$ cat config.mk
export PLATFORM = sky130hd
export DESIGN_NAME = sd_irq_router
export DESIGN_NICKNAME = d
export VERILOG_FILES = /design/src/rtl/sdir_pkg.sv /design/src/rtl/sdir_ctrl.sv /design/src/rtl/sdir_datapath.sv /design/src/rtl/sd_irq_router.sv
export SDC_FILE = /design/constraint.sdc
export NUM_CORES = 1
export LEC_CHECK = 0
export ABC_AREA = 1
export BUFFER_PORTS_ARGS = -buffer_cell sky130_fd_sc_hd__buf_2
export CAP_MARGIN = 20
export CORE_MARGIN = 5
export CORE_UTILIZATION = 44
export DETAILED_ROUTE_END_ITERATION = 6
export GPL_TIMING_DRIVEN = 0
export HOLD_SLACK_MARGIN = 0.08
export PLACE_DENSITY = 0.87
export SLEW_MARGIN = 20
export SYNTH_ARGS = -nofsm -noshare
export SYNTH_HDL_FRONTEND = slang
export SYNTH_SLANG_ARGS = --single-unit
$ cat constraint.sdc
create_clock -name clk -period 2.25 [get_ports clk]
set_input_delay 0.1125 -clock clk [delete_from_list [all_inputs] [get_ports clk]]
set_output_delay 0.1125 -clock clk [all_outputs]
set_load 0.005 [all_outputs]
$ cat src/rtl/sdir_pkg.sv
package sdir_pkg;

  typedef enum logic [1:0] {
    CSR_EXT_PEND = 2'd0,
    CSR_EXT_EN   = 2'd1,
    CSR_SW_PEND  = 2'd2,
    CSR_SW_EN    = 2'd3
  } csrSel_e;

  typedef enum logic [1:0] {
    ACC_SELECT = 2'd0,
    ACC_DATA   = 2'd1,
    ACC_CLAIM  = 2'd2
  } accKind_e;

  // strobes from control to datapath
  typedef struct packed {
    logic extEnWr;
    logic swEnWr;
    logic domWr;
    logic rdCapture;
    logic accValid;
  } ctrlStrb_t;

endpackage

$ cat src/rtl/sdir_ctrl.sv
module sdir_ctrl
  import sdir_pkg::*;
(
  input  logic      csrWrEn,
  input  logic      csrRdEn,
  input  logic [1:0] csrAddr,
  input  logic      domIdWrEn,
  input  logic      ifAccEn,
  output ctrlStrb_t strb
);

  always_comb begin
    strb           = '0;
    // pending words are read-only: writes to them are dropped here
    strb.extEnWr   = csrWrEn && (csrAddr == CSR_EXT_EN);
    strb.swEnWr    = csrWrEn && (csrAddr == CSR_SW_EN);
    strb.domWr     = domIdWrEn;
    strb.rdCapture = csrRdEn;
    strb.accValid  = ifAccEn;
  end

endmodule

$ cat src/rtl/sdir_datapath.sv
module sdir_datapath
  import sdir_pkg::*;
#(
  parameter int NUM_DOM = 8,
  parameter int ID_W    = 3,
  parameter int IF_DW   = 16
) (
  input  logic                     clk,
  input  logic                     rstN,
  input  ctrlStrb_t                strb,
  input  logic [NUM_DOM-1:0]       extLines,
  input  logic [NUM_DOM-1:0]       swLines,
  input  logic [ID_W-1:0]          domIdWrData,
  input  logic [1:0]               csrAddr,
  input  logic [NUM_DOM-1:0]       csrWrData,
  output logic [NUM_DOM-1:0]       csrRdData,
  output logic                     sExtIrq,
  output logic                     sSwIrq,
  output logic                     mExtIrq,
  output logic                     mSwIrq,
  output logic [NUM_DOM-1:0]       ifStrobe,
  input  logic [NUM_DOM*IF_DW-1:0] ifRDataVec,
  output logic [IF_DW-1:0]         ifRData,
  output logic [ID_W-1:0]          domIdQ,
  output logic [NUM_DOM-1:0]       extEnQ
);

  logic [NUM_DOM-1:0] swEnQ;
  logic [NUM_DOM-1:0] domHot;
  logic [NUM_DOM-1:0] rdNext;

  always_ff @(posedge clk or negedge rstN) begin
    if (!rstN) begin
      extEnQ    <= '0;
      swEnQ     <= '0;
      domIdQ    <= '0;
      csrRdData <= '0;
    end else begin
      if (strb.extEnWr)   extEnQ    <= csrWrData;
      if (strb.swEnWr)    swEnQ     <= csrWrData;
      if (strb.domWr)     domIdQ    <= domIdWrData;
      if (strb.rdCapture) csrRdData <= rdNext;
    end
  end

  always_comb begin
    unique case (csrAddr)
      CSR_EXT_PEND: rdNext = extLines;
      CSR_EXT_EN:   rdNext = extEnQ;
      CSR_SW_PEND:  rdNext = swLines;
      default:      rdNext = swEnQ;
    endcase
  end

  // one-hot decode of the registered domain; ids beyond NUM_DOM match nothing
  for (genvar d = 0; d < NUM_DOM; d++) begin : g_dom
    assign domHot[d] = (domIdQ == ID_W'(d));
  end

  assign sExtIrq  = |(extLines & extEnQ & domHot);
  assign sSwIrq   = |(swLines & swEnQ & domHot);
  assign mExtIrq  = |(extLines & extEnQ);
  assign mSwIrq   = |(swLines & swEnQ);
  assign ifStrobe = domHot & {NUM_DOM{strb.accValid}};

  always_comb begin
    ifRData = '0;
    for (int d = 0; d < NUM_DOM; d++) begin
      if (domHot[d]) ifRData = ifRData | ifRDataVec[d*IF_DW +: IF_DW];
    end
  end

endmodule

$ cat src/rtl/sd_irq_router.sv
module sd_irq_router
  import sdir_pkg::*;
#(
  parameter int NUM_DOM = 8,
  parameter int ID_W    = 3,
  parameter int IF_DW   = 16
) (
  input  logic                     clk,
  input  logic                     rstN,
  input  logic [NUM_DOM-1:0]       extLines,
  input  logic [NUM_DOM-1:0]       swLines,
  input  logic                     domIdWrEn,
  input  logic [ID_W-1:0]          domIdWrData,
  input  logic                     csrWrEn,
  input  logic                     csrRdEn,
  input  logic [1:0]               csrAddr,
  input  logic [NUM_DOM-1:0]       csrWrData,
  output logic [NUM_DOM-1:0]       csrRdData,
  output logic                     sExtIrq,
  output logic                     sSwIrq,
  output logic                     mExtIrq,
  output logic                     mSwIrq,
  input  logic                     ifAccEn,
  input  logic [1:0]               ifAccKind,
  input  logic                     ifAccWr,
  input  logic [IF_DW-1:0]         ifAccWData,
  output logic [NUM_DOM-1:0]       ifStrobe,
  output logic [1:0]               ifKindOut,
  output logic                     ifWrOut,
  output logic [IF_DW-1:0]         ifWDataOut,
  input  logic [NUM_DOM*IF_DW-1:0] ifRDataVec,
  output logic [IF_DW-1:0]         ifRData
);

  ctrlStrb_t          strb;
  logic [ID_W-1:0]    domIdQ;
  logic [NUM_DOM-1:0] extEnQ;

  sdir_ctrl u_ctrl (
    .csrWrEn   (csrWrEn),
    .csrRdEn   (csrRdEn),
    .csrAddr   (csrAddr),
    .domIdWrEn (domIdWrEn),
    .ifAccEn   (ifAccEn),
    .strb      (strb)
  );

  sdir_datapath #(
    .NUM_DOM (NUM_DOM),
    .ID_W    (ID_W),
    .IF_DW   (IF_DW)
  ) u_dp (
    .clk         (clk),
    .rstN        (rstN),
    .strb        (strb),
    .extLines    (extLines),
    .swLines     (swLines),
    .domIdWrData (domIdWrData),
    .csrAddr     (csrAddr),
    .csrWrData   (csrWrData),
    .csrRdData   (csrRdData),
    .sExtIrq     (sExtIrq),
    .sSwIrq      (sSwIrq),
    .mExtIrq     (mExtIrq),
    .mSwIrq      (mSwIrq),
    .ifStrobe    (ifStrobe),
    .ifRDataVec  (ifRDataVec),
    .ifRData     (ifRData),
    .domIdQ      (domIdQ),
    .extEnQ      (extEnQ)
  );

  // access attributes go to every file; only the strobe is steered
  assign ifKindOut  = ifAccKind;
  assign ifWrOut    = ifAccWr;
  assign ifWDataOut = ifAccWData;

endmodule

==> flow_results.org <==
** Setup path
- In this design, the stage delay of the slowest critical-path cell is 380 ps.
- WP data arrival :: ~1700 ps
- Critical Path Start Type :: flop
- Launch point of the worst path :: u_dp.domIdQ[0]$_DFFE_PN0P_
- Crit Path Category :: reg2out
- Crit path buf inv count :: 3
- Of all nets on the critical path, the largest fanout is 10.
- Delay-heaviest family, CP :: buffers and inverters
- The worst setup path is captured at an output port.
- Crit path cell chain :: buf_6, nor2_8, buf_2, nand3_1, nand2_1, nor2_1, nand2_1, buf_2
- For this design, the slowest cell found on the critical path is sky130_fd_sc_hd__dfrtp_1.
- Origin of the critical flop-to-flop path :: u_dp.domIdQ[2]$_DFFE_PN0P_
- Data on the critical path is required at its endpoint by 2140 ps.

** Cells and area
- Area Growth Syn to Fin :: 41.6%
- Most frequent standard cell in the layout excluding fill and tap cells :: sky130_fd_sc_hd__buf_2
- The library cells used most frequently in the layout, excluding fill and tap cells, are sky130_fd_sc_hd__buf_2, sky130_fd_sc_hd__nand2_1, sky130_fd_sc_hd__nand3_1.
- Fraction of layout cells with a size suffix above 1 :: approximately two fifths
- The net count of the finished layout is 935.
- After the flow finishes, the layout carries non-filler instances totaling 850.

** Die
- Total I/O pin count :: 237
- The floorplan step defined a die boundary enclosing ~0.009 mm².
- The floorplan has 30 rows.
- The die is approximately 94 µm wide.
- Die Ht :: 94.3 µm
- Core region area :: 0.00687 mm²
- Initial core utilization :: approximately 45%

** Logic synthesis
- Post-synthesis cell type with the largest combined area :: sky130_fd_sc_hd__nand2_1
- Count of warnings emitted by yosys :: 0
- Counting every instance in the synthesized netlist gives 527.
- The top cell type by area accounts for 24.4% of the synthesized area.
- The netlist uses 23 different library cells.
- Ranked by total cell area, the synthesized netlist is headed by sky130_fd_sc_hd__nand2_1, sky130_fd_sc_hd__dfrtp_1, sky130_fd_sc_hd__nand3_1, sky130_fd_sc_hd__nor2_1, sky130_fd_sc_hd__buf_4.
- In this run the cell area of the synthesized design comes to 0.00312 mm².
- Synthesis produced a netlist with a net count of 709.
- Synthesized area divided by synthesized cell count :: 5.93 µm²
- Synthesis inferred 27 register bits.
- Seq/Total Area, Yosys :: 21.6%

** Pwr
- Overall Power :: 1840 µW
- Of the total power, the clock network draws between 10% and 20%.
- The internal power of the cells totals 1090 µW.
- Power density normalized to cell area :: 416 mW/mm²
- Combinational logic burns 51.7% of the power.
- Fraction of power spent switching nets :: between 40 and 50%
- VDD sags by at most 0.494 mV.
- Of the total power, registers draw 33.3%.
- Net switching power figure :: about 750 µW
- In this run the static leakage power is 0.00276 µW.

** Route
- For this block, the initial DRC count from the detailed router was 234.
- Wire length after detailed routing :: 13800 µm
- After detailed routing, the number of vias per cell comes to 5.20.
- Total iterations of the first detailed-routing run :: 7
- Total DRC errors in the routed layout :: 1
- The routed layout has 4423 vias.
- Final antenna-violating net count :: 0
- Wire length per cell after detailed routing :: between 15 and 20 µm

** Global route
- Total gr overflow :: 0
- The number of global-route vias before repair was 4163.
- The first global-routing pass estimated ~20000 µm of wire.
- Entering global routing, the biggest net connects 28 pins.
- Antenna violations before repair :: 0
- GR Util All Layers :: between 20% and 30%

** Clock network
- Clock tree synthesis inserted a total of 3 buffers.
- CTS tree :: yes
- The tree built by TritonCTS fans out to 27 sinks.
- Quantity of hold-fixing buffers added after cts :: 4
- After clock tree synthesis, the clock-pin slew on the worst setup and hold paths is about 100 ps.
- Post-CTS repair changed the size of 0 cells.
- CTS placed an instance of sky130_fd_sc_hd__clkbuf_8 at the clock tree root.
- Buffers added to address setup during post-CTS repair amount to 0.
- The clock passes through at most 2 buffers.
- CTS H-Tree Depth :: 1
- The clock reaches the later pin of the worst-skew pair after 280 ps.

** STA
- Tmin final :: roughly 1800 ps
- Post-route clock period utilization :: 81.7%
- The count of final max-slew check failures is 0.
- For the final database, setup skew stands at 9.22 ps.
- Worst-Margin Slew :: 579 ps
- Total negative setup slack :: 0 ps
- Setup repair after global routing missed its margin :: no
- The count of endpoints failing hold in the final timing report was 0.
- Count of endpoints failing setup in the final report :: 0
- Peak Freq :: 0.544 GHz
- In this run the tightest slew margin relative to its limit is 61.4%.

** Flow run
- The tool flagged a number of max-cap violations equal to 0.

** Placement
- Detailed placement ended at an HPWL of 11500 µm.
- Port buffering added roughly 220 buffers.
- Including well taps, the total number of placed cells is 840.
- The congestion estimate from routability-driven global placement came to approximately 1.1.

** Run status
- The checks that failed: design-rule violations.
- The flow ran to the end, but the final reports show violations.

** Min path
- HP Start :: csrWrData[5]
- The worst hold path belongs to the class in2reg.
worst paths after layout:
kind,endpoint,depth (start not counted),slack (ps)
hold / removal,u_dp.extEnQ[5]$_DFFE_PN0P_,3,90
max in group asynchronous,u_dp.domIdQ[0]$_DFFE_PN0P_,2,1500
hold reg to reg,u_dp.csrRdData[6]$_DFFE_PN0P_,2,490
setup reg to reg,u_dp.domIdQ[2]$_DFFE_PN0P_,5,1090
min in group asynchronous,u_dp.extEnQ[6]$_DFFE_PN0P_,2,350
setup / recovery,ifRData[9],8,410
layer usage:
layer  global-route usage (%)  wire [µm]
met5                        0          0
met4                     12.4        569
met3                     4.81       1340
met2                     50.7       6760
met1                     35.2       5140
metrics by stage:
stage               util, %  hold slack, ps  cell area [µm²]  worst slack (ps)
global route           64.3             100             4420               294
detailed placement     63.0             150             4330               730
finish                 64.4            87.2             4420               411
global placement       63.0             139             4330               737
floorplan                 -            -183             3120              1030
CTS                    64.3            92.1             4420               422
synthesized netlist by cell type:
cell type,n
sky130_fd_sc_hd__o21ai_0,27
sky130_fd_sc_hd__nand3b_1,4
sky130_fd_sc_hd__nor2_8,5
sky130_fd_sc_hd__buf_6,11
sky130_fd_sc_hd__buf_4,20
sky130_fd_sc_hd__inv_4,2
sky130_fd_sc_hd__nor4_1,6
sky130_fd_sc_hd__or2_2,2
sky130_fd_sc_hd__nor2_1,54
sky130_fd_sc_hd__nor2_4,1
sky130_fd_sc_hd__clkbuf_1,2
sky130_fd_sc_hd__inv_1,23
sky130_fd_sc_hd__nand4_1,15
sky130_fd_sc_hd__nand3_2,6
sky130_fd_sc_hd__nor3_1,2
sky130_fd_sc_hd__nand2_1,203
sky130_fd_sc_hd__buf_2,17
sky130_fd_sc_hd__inv_6,1
sky130_fd_sc_hd__buf_8,1
sky130_fd_sc_hd__nand2_8,1
sky130_fd_sc_hd__inv_2,1
sky130_fd_sc_hd__nand3_1,96
sky130_fd_sc_hd__dfrtp_1,27
worst register-to-register path: stages, from the launching register on:
cell and delay [ps]:
sky130_fd_sc_hd__dfrtp_1 370, sky130_fd_sc_hd__buf_4 170, sky130_fd_sc_hd__inv_4 100, sky130_fd_sc_hd__buf_6 160, sky130_fd_sc_hd__buf_6 160, sky130_fd_sc_hd__o21ai_0 80
state kept, by name, summed over array words and instances (netlist names):
name,count
u_dp.csrRdData,8
u_dp.swEnQ,8
u_dp.domIdQ,3
u_dp.extEnQ,8
layout make-up:
type	instances	area (µm²)
Antenna cell	2	5.00
Buffer	51	382
Clock buffer	3	41.3
Clock inverter	1	7.51
Fill cell	728	2440
Inverter	27	111
Multi-Input combinational cell	422	1960
Sequential cell	27	676
Tap cell	96	120
Timing Repair Buffer	221	1130
cell families after synthesis:
kind of cell	count (synthesis)	share of synthesized area, %
AO/OA/AOI/OAI	27	4.33
buffers and inverters	78	15.8
flip-flops	27	21.6
AND/OR/NAND/NOR	395	58.3
power groups by stage:
stage | clock [µW] | sequential (µW) | combinational [µW]
3_3_place_gp | 0 | 617 | 921
3_5_place_dp | 0 | 618 | 935
2_1_floorplan | 0 | 603 | 523
5_1_grt | 300 | 619 | 1050
4_1_cts | 278 | 609 | 945
6_report | 277 | 612 | 950
No activity file was read; power rests on OpenSTA's default activity.
